### src/rtl/dp_alu_pkg.sv
package dp_alu_pkg;
  typedef enum logic [3:0] {
    OP_AND  = 4'h0, OP_XOR  = 4'h1, OP_SUB  = 4'h2, OP_RSUB  = 4'h3,
    OP_ADD  = 4'h4, OP_ADDC = 4'h5, OP_SUBC = 4'h6, OP_RSUBC = 4'h7,
    OP_TAND = 4'h8, OP_TXOR = 4'h9, OP_CMP  = 4'hA, OP_CMPN  = 4'hB,
    OP_OR   = 4'hC, OP_MOVE = 4'hD, OP_CLR  = 4'hE, OP_MOVN  = 4'hF
  } op_e;

  typedef struct packed {
    logic n;
    logic z;
    logic c;
    logic v;
  } flags_t;

  function automatic logic op_is_arith(op_e op);
    return (op inside {OP_SUB, OP_RSUB, OP_ADD, OP_ADDC, OP_SUBC, OP_RSUBC, OP_CMP, OP_CMPN});
  endfunction

  function automatic logic op_is_test(op_e op);
    return (op inside {OP_TAND, OP_TXOR, OP_CMP, OP_CMPN});
  endfunction
endpackage

### src/rtl/dp_alu_logic.sv
module dp_alu_logic
  import dp_alu_pkg::*;
#(
  parameter int DW = 32
) (
  input  op_e           op_i,
  input  logic [DW-1:0] a_i,
  input  logic [DW-1:0] b_i,
  output logic [DW-1:0] res_o
);
  always_comb begin
    unique case (op_i)
      OP_AND, OP_TAND: res_o = a_i & b_i;
      OP_XOR, OP_TXOR: res_o = a_i ^ b_i;
      OP_OR:           res_o = a_i | b_i;
      OP_MOVE:         res_o = b_i;
      OP_CLR:          res_o = a_i & ~b_i;
      OP_MOVN:         res_o = ~b_i;
      default:         res_o = '0;
    endcase
  end
endmodule

### src/rtl/dp_alu_arith.sv
module dp_alu_arith
  import dp_alu_pkg::*;
#(
  parameter int DW = 32
) (
  input  op_e           op_i,
  input  logic [DW-1:0] a_i,
  input  logic [DW-1:0] b_i,
  input  logic          c_i,
  output logic [DW-1:0] res_o,
  output logic          cout_o,
  output logic          ovf_o
);
  localparam int SW = DW + 1;

  logic [DW-1:0] x, y;
  logic          cin;
  logic [SW-1:0] sum;

  // subtraction as x + ~y + carry; reverse forms swap operands
  always_comb begin
    x = a_i; y = b_i; cin = 1'b0;
    unique case (op_i)
      OP_SUB, OP_CMP: begin y = ~b_i; cin = 1'b1; end
      OP_RSUB:        begin x = b_i; y = ~a_i; cin = 1'b1; end
      OP_ADDC:        cin = c_i;
      OP_SUBC:        begin y = ~b_i; cin = c_i; end
      OP_RSUBC:       begin x = b_i; y = ~a_i; cin = c_i; end
      default:        ;
    endcase
  end

  assign sum    = {1'b0, x} + {1'b0, y} + {{DW{1'b0}}, cin};
  assign res_o  = sum[DW-1:0];
  assign cout_o = sum[DW];
  assign ovf_o  = (x[DW-1] == y[DW-1]) && (sum[DW-1] != x[DW-1]);

  // two operands of opposite sign can never overflow
  always_comb begin
    if (a_i[DW-1] != b_i[DW-1] && op_i == OP_ADD)
      p_no_overflow_r6: assert (!ovf_o);
  end
endmodule

### src/rtl/dp_alu_flag_reg.sv
module dp_alu_flag_reg
  import dp_alu_pkg::*;
(
  input  logic   clk_i,
  input  logic   rst_ni,
  input  logic   upd_i,
  input  flags_t d_i,
  output flags_t q_o
);
  always_ff @(posedge clk_i or negedge rst_ni) begin
    if (!rst_ni)    q_o <= '0;
    else if (upd_i) q_o <= d_i;
  end

  p_hold_r4: assert property (@(posedge clk_i) disable iff (!rst_ni)
    !upd_i |=> $stable(q_o));
endmodule

### src/rtl/dp_alu.sv
module dp_alu
  import dp_alu_pkg::*;
#(
  parameter int DW = 32,
  parameter int RW = 4
) (
  input  logic          clk_i,
  input  logic          rst_ni,
  input  logic          en_i,
  input  logic [3:0]    op_i,
  input  logic [DW-1:0] a_i,
  input  logic [DW-1:0] b_i,
  input  logic          shift_carry_i,
  input  logic          shift_lsl0_i,
  input  logic          set_flags_i,
  input  logic [RW-1:0] rd_i,
  output logic [DW-1:0] result_o,
  output logic          result_we_o,
  output logic [3:0]    flags_o
);
  localparam logic [RW-1:0] PC_IDX = RW'((1 << RW) - 1);

  op_e           op;
  flags_t        fq, fd;
  logic [DW-1:0] log_res, ar_res;
  logic          ar_cout, ar_ovf, arith, upd;

  assign op    = op_e'(op_i);
  assign arith = op_is_arith(op);

  dp_alu_logic #(.DW(DW)) u_logic (
    .op_i(op), .a_i(a_i), .b_i(b_i), .res_o(log_res)
  );

  dp_alu_arith #(.DW(DW)) u_arith (
    .op_i(op), .a_i(a_i), .b_i(b_i), .c_i(fq.c),
    .res_o(ar_res), .cout_o(ar_cout), .ovf_o(ar_ovf)
  );

  assign result_o    = arith ? ar_res : log_res;
  assign result_we_o = en_i && !op_is_test(op);
  assign upd         = en_i && (rd_i != PC_IDX) && (set_flags_i || op_is_test(op));

  always_comb begin
    fd.n = result_o[DW-1];
    fd.z = (result_o == '0);
    if (arith) begin
      fd.c = ar_cout;
      fd.v = ar_ovf;
    end else begin
      fd.c = shift_lsl0_i ? fq.c : shift_carry_i;
      fd.v = fq.v;
    end
  end

  dp_alu_flag_reg u_flags (
    .clk_i(clk_i), .rst_ni(rst_ni), .upd_i(upd), .d_i(fd), .q_o(fq)
  );

  assign flags_o = fq;

  p_pc_dest_hold_r4: assert property (@(posedge clk_i) disable iff (!rst_ni)
    (en_i && rd_i == PC_IDX) |=> $stable(flags_o));

  p_test_no_we_r3: assert property (@(posedge clk_i) disable iff (!rst_ni)
    (op_i[3:2] == 2'b10) |-> !result_we_o);

  p_zero_flag_r5: assert property (@(posedge clk_i) disable iff (!rst_ni)
    upd |=> (flags_o[2] == ($past(result_o) == '0)) && (flags_o[3] == $past(result_o[DW-1])));

  p_v_kept_r7: assert property (@(posedge clk_i) disable iff (!rst_ni)
    (upd && !arith) |=> flags_o[0] == $past(flags_o[0]));

  p_c_kept_r8: assert property (@(posedge clk_i) disable iff (!rst_ni)
    (upd && !arith && shift_lsl0_i) |=> flags_o[1] == $past(flags_o[1]));
endmodule

### config.mk
export PLATFORM = sky130hd
export DESIGN_NAME = dp_alu
export DESIGN_NICKNAME = d
export VERILOG_FILES = /design/src/rtl/dp_alu_pkg.sv /design/src/rtl/dp_alu_logic.sv /design/src/rtl/dp_alu_arith.sv /design/src/rtl/dp_alu_flag_reg.sv /design/src/rtl/dp_alu.sv
export SDC_FILE = /design/constraint.sdc
export NUM_CORES = 1
export LEC_CHECK = 0
export ABC_AREA = 1
export ABC_CLOCK_PERIOD_IN_PS = 4300
export BUFFER_PORTS_ARGS = -buffer_cell sky130_fd_sc_hd__clkbuf_2
export CORE_ASPECT_RATIO = 0.8
export CORE_MARGIN = 8
export CORE_UTILIZATION = 45
export CTS_BUF_LIST = sky130_fd_sc_hd__clkbuf_8
export CTS_CLUSTER_SIZE = 10
export DETAILED_ROUTE_END_ITERATION = 10
export HOLD_SLACK_MARGIN = 0.03
export PLACE_DENSITY_LB_ADDON = 0.05
export SLEW_MARGIN = 20
export SYNTH_ARGS = -nofsm -noshare
export SYNTH_HDL_FRONTEND = slang
export SYNTH_SLANG_ARGS = --single-unit
### constraint.sdc
create_clock -name clk_i -period 4.3 [get_ports clk_i]
set_clock_uncertainty 0.15 [all_clocks]
set_input_delay 0.645 -clock clk_i [delete_from_list [all_inputs] [get_ports clk_i]]
set_output_delay 0.645 -clock clk_i [all_outputs]
set_load 0.01 [all_outputs]
==> Yosys cells after proc, flatten, opt, wreduce, memory -nomap -nowiden <==
Index checks and enable logic that the tools add are counted.
{ "totals": {"latch_bits": 0, "mem_bits_ro": 0, "reg_bits": 4, "mem_count": 0, "ramBits": 0, "elab_cells": 56, "output_inout_bits": 37} }
{ "classes": {"reduce_logical": 18, "eq_ne": 19, "n_lt_le_gt_ge": 0, "mul": 0, "muxes": 7, "bitwise": 6, "addsub": 2, "n_shift": 0, "n_div": 0} }
{ "ops": {"columns": ["cell", "n"], "rows": [
  ["one-hot mux 32 bit (6 select lines)", 1],
  ["AND 32 bit", 2],
  ["2-to-1 mux 32 bit", 2],
  ["inverter 32 bit", 2],
  ["one-hot mux 32 bit (2 select lines)", 1],
  ["adder 32 x 32 -> 33 bit", 1],
  ["adder 33 x 1 -> 33 bit", 1],
  ["equality test 4 bit (second input constant)", 8],
  ["logical NOT 32 bit", 1],
  ["bitwise OR 32 bit", 1],
  ["XOR 32 bit", 1],
  ["equality test 4 x 3 -> 1 bit (second input constant)", 4],
  ["OR reduction 3 bit", 3],
  ["equality test 4 x 2 -> 1 bit (second input constant)", 2],
  ["nonzero test 8 bit", 1],
  ["OR reduction 2 bit", 3],
  ["equality test 4 x 1 -> 1 bit (second input constant)", 1],
  ["logical AND 1 bit", 4],
  ["logical NOT 4 bit", 1],
  ["inequality test 4 bit (second input constant)", 1],
  ["AND reduction 2 bit", 2],
  ["nonzero test 4 bit", 1],
  ["2-to-1 mux 2 bit", 1],
  ["inequality test 2 x 1 -> 1 bit (second input constant)", 1],
  ["other kinds (6)", 6]
]} }

==> Longest topological paths before layout <==
{ "depth": {"depth_word": 8, "depth_mapped": 26, "depth_no_buf": 26} }

==> By module <==
From an unflattened synthesis, not the netlist that was laid out.
{ "unflattened": {"cells_unflattened": 1342, "area_unflattened_um2": 6561.3} }
{ "by_module_without_submodules": {"columns": ["mod", "seq_area_each_um2", "instances", "area_per_inst_um2", "cells_each"], "rows": [
  ["dp_alu_arith", 0.0, 1, 3126.7, 612],
  ["dp_alu_logic", 0.0, 1, 2635.0, 557],
  ["dp_alu", 0.0, 1, 650.6, 156],
  ["dp_alu_flag_reg", 100.1, 1, 148.9, 17]
]} }

==> Worst setup path after synthesis <==
No wires, ideal clock.
{ "synth_timing": {"path_kind": "in2out", "from": "input port op_i[1]", "to": "output port result_o[30]", "path_buffers": 3, "stages": 21, "required_ps": 3505, "setup_slack_ps": 247, "arrival_ps": 3258, "path_cell_list": "buf_2 -> nand2_1 -> nor2_1 -> clkbuf_1 -> buf_1 -> nand2_1 -> o21ai_0 -> fa_1 -> inv_1 -> fa_1 -> nand2_1 -> nand3_1 -> nand3_1 -> nand2_1 -> nand2_1 -> nand2_1 -> nand2_1 -> nand2_1 -> nand2_1 -> nand3_1 -> nand2_1"} }
{ "synth_via": {"elab_chain_len": 6, "word_cells_on_any_way": 30, "classes_between": "2 x add/sub; 15 x eq/ne; 5 x mux; 8 x reduce/logical"} }
{ "synth_lines": {"columns": ["item", "line_no", "source"], "rows": [
  ["start: declaration", "dp_alu.sv:10", "input logic [3:0] op_i,"],
  ["equality test 4 x 2 -> 1 bit (tied with other cells)", "dp_alu_pkg.sv:17, dp_alu_arith.sv:23", null],
  ["OR reduction 3 bit (no source line) or OR reduction 2 bit (tied branches)", null, null],
  ["one-hot mux 32 bit (2 select lines) or 2-to-1 mux 32 bit (tied branches)", "dp_alu_arith.sv:23", "unique case (op_i)"],
  ["adder 32 x 32 -> 33 bit", "dp_alu_arith.sv:33", "assign sum = {1'b0, x} + {1'b0, y} + {{DW{1'b0}}, cin};"],
  ["adder 33 x 1 -> 33 bit", "dp_alu_arith.sv:33", null],
  ["2-to-1 mux 32 bit (*)", "dp_alu.sv:40", "assign result_o = arith ? ar_res : log_res;"],
  ["end: declaration", "dp_alu.sv:17", "output logic [DW-1:0] result_o,"]
]} }
Every way passes the cells marked *; elsewhere a longest branch is shown, timed or not.

==> Final worst setup path <==
{ "layout_timing": {"from": "input port op_i[3]", "to": "output port result_o[20]"} }
Same word-level chain as after synthesis.

==> impl_metrics.yaml <==
status:
  outcome: "completed"
place:
  placed_area_mm2: 0.00702
  dp_worst_setup_slack_ns: 0.0801
  gp_congestion: 0.980
  port_buffers: 114
  hpwl_um: 19300
  dp.cells: 1465
logic_synthesis:
  synth_top_area_share_pct: 24.4
  syn_area_per_cell_um2: 5.14
  seq_area_frac_synth_pct: 1.67
  syn_nets: 1312
  yosysTopAreaCell: "nand2_1"
  synth-main-ff-cell: "dfrtp_1"
  syn_area_mm2: 0.00600
  yosys-top-cells-area: "nand2_1 (24%), ha_1 (13%), inv_1 (13%), o21ai_0 (5.8%), nand3_1 (5.7%)"
  ys_ff_latch: 4
  ys_types: 48
  synth_edf_count: 0
  synthCells: 1169
  async_reset_ff_share_pct: 100
  ys_warn_count: 0
grt:
  grt_start_max_net_pins: 65
  grt_pass1_vias: 7295
  grt-ovfl-total: 0
  grt_antenna_before_repair: 0
  grt_usage_pct: 26.7
  grt_pass1_wl_um: 38600
die:
  rows: 37
  fp.dieW_um: 145
  die_y_um: 119
  start_util_pct: 46.3
  coreArea_mm2: 0.0130
  ios: 115
  die_area_mm2: 0.0173
timing:
  tightest_slew_ns: 0.747
  setup_viol: 0
  hold_viol_final: 0
  drv_slew: 0
  worst_slack_ns: 0.0735
  min_period_ns: 4.23
  clock.fmax_mhz: 237
  holdWs_ns: 0.0696
  period_share_pct: 98.3
  relSlewSlack_pct: 50.1
  rsz0062_at_grt: "true"
worst_setup_path:
  worst_r2r_path_depth: 21
  path_class: "in2out"
  path_cells: "buf_2, nand2_4, inv_1, nor2_4, clkinv_4, clkbuf_16, a31o_2, ha_2, nand2_1, inv_1, nand2_1, nor2_2, nand4_1, nand3_1, xor2_2, nand2_1, nand2_2, clkbuf_2"
  crit_path_top_delay_cell: "ha_2"
  cp_common_cell: "nand2_1"
  r2r_end: "u_flags.q_o[2]"
  critPathTopFamily: "simple AND/OR/NAND/NOR gates"
  worstSetupEndpointType: "output pin"
  cp.required_ns: 3.50
  r2r_start: "u_flags.q_o[1]"
  crit_fanout: 14
  worst-path-buf-inv: 6
  arrival_ns: 3.43
  rrSetupSlack_ns: 0.99
  cp_slowest_stage_delay_ns: 0.39
  cp-start-kind: "input port"
routing:
  route.met2.wl_um: 10700
  top_layer: "met4"
  viasPerCell: 5.54
  drt-total-wl_um: 25500
  wl_met3_um: 2670
  drt_iter0_drc: 776
  wirelength_met1_um: 11600
  firstDrtPassIters: 5
  post_drt_wl_per_cell_um: 17.3
  drc_errors: 0
  dr_total_vias: 8187
  route.antenna.remaining_nets: 0
power_and_ir_drop:
  power.density_mw_per_mm2: 193
  p_leak_nw: 4.25
  ir_drop_mv: 0.112
clocking:
  h-tree-depth: 1
  cts_tree: "yes"
  clk_latency_ns: 0.22
  cts_buffers: 3
  root_buffer: "clkbuf_8"
  path_clk_slew_ns: 0.03
  clock_path_buffers: 2
  cts_sinks: 4
cells_and_area:
  seq_area_um2: 100
  stdcell_count: 1478
  fin_util_pct: 58.1
  regMostFlops: "u_flags.q_o"
  layout_common_cells: "nand2_1 (364), inv_1 (207), clkbuf_2 (112)"
  area_growth_pct: 25.5
  layout_commonest_cell: "nand2_1"
  postLayoutCellArea_mm2: 0.00754
  diodes: 0
  drive_gt1_share_pct: 23.4
  reg_top3: "u_flags.q_o x4"
  fill_cells: 1388
  multi_input_area_mm2: 0.00519
  largest_reg_flops: 4
  nets: 1448
hold_path:
  hold_path.class: "in2async"
job:
  max_cap_viol_count: 0
cell families (layout without fill, tap and decap cells):
logic type | after synthesis | in the layout | synth area share [%]
simple gates | 601 | 601 | 41.6
buf+inv | 259 | 393 | 17.2
compound gates | 224 | 224 | 23.5
fa+ha+maj | 65 | 65 | 13.8
xor+xnor | 16 | 16 | 2.33
flops | 4 | 4 | 1.67
what timing repair did:
action	in CTS	in global routing
buffers inserted	0	4
gates resized for setup	0	87
hold buffers	0	0
setup endpoints to repair	0	19
where the power goes:
| group | switching, W | internal (W) |
|---|---|---|
| Combinational | 0.000824 | 0.000498 |
| Sequential | 0.00000360 | 0.0000448 |
| Clock | 0.0000216 | 0.0000599 |
| Total | 0.000849 | 0.000603 |
how the worst max path moves through the flow:
stage                        from           end  slack, ns  depth (start not counted)
final                     op_i[3]  result_o[20]       0.07                         18
after global routing      op_i[3]  result_o[31]      -0.08                         21
after CTS                 op_i[0]  result_o[20]       0.07                         19
after detailed placement  op_i[0]  result_o[20]       0.08                         19
after global placement    op_i[0]  result_o[20]       0.07                         19
after floorplan           op_i[1]  result_o[30]       0.25                         21
through the flow:
step,total power (W),setup TNS [ns]
2_1_floorplan,0.000815,0
3_3_place_gp,0.00124,0
3_5_place_dp,0.00124,0
4_1_cts,0.00133,0
5_1_grt,0.00159,-0.387
6_report,0.00145,0
synthesized netlist by cell type (3+ instances only):
library cell  number
and2_1             3
nand2_1          391
buf_2             11
nand3b_1           7
o31ai_1            3
ha_1              63
inv_2              7
a31o_2            31
dfrtp_1            4
a21oi_1           42
inv_1            208
buf_4              8
clkbuf_1          20
a31oi_1            5
o2111ai_1          7
or2_2              3
o22ai_1           33
nor3_1            11
nor2_1            88
xor2_1            15
o21ai_0           69
nand3_1           68
nand4_1           18
o211ai_1          19
o21ai_1            5
cell type report:
cell class	count	area share (%)
Inverter	216	10.9
Clock buffer	3	0.548
Multi-Input combinational cell	906	68.9
Sequential cell	4	1.33
Timing Repair Buffer	173	15.4
Timing Repair inverter	1	0.0664
Tap cell	175	2.91
worst register-to-register path: stages (launching register included):
cell and delay, ns:
dfrtp_1 0.37, inv_1 0.08, nor4_1 0.05, a31oi_1 0.30, fa_2 0.26, inv_1 0.08, fa_2 0.38, nand3_1 0.12
nand3_2 0.11, nand2_1 0.08, nand2_1 0.09, nand3_1 0.10, nand2_1 0.05, nand2_1 0.05, nand3_1 0.06, nand2_1 0.15
nand2_1 0.07, nor2_1 0.32, nand3_1 0.14, nor2_1 0.10, nand2_1 0.06, nand2_1 0.05
metal layers:
metal | global-route usage, % | vias to the layer above
met5 | 0 | -
met2 | 41.3 | 387
li1 | - | 4076
met3 | 5.30 | 39
met1 | 37.1 | 3685
met4 | 6.94 | 0
(Power assumes the default switching activity.)
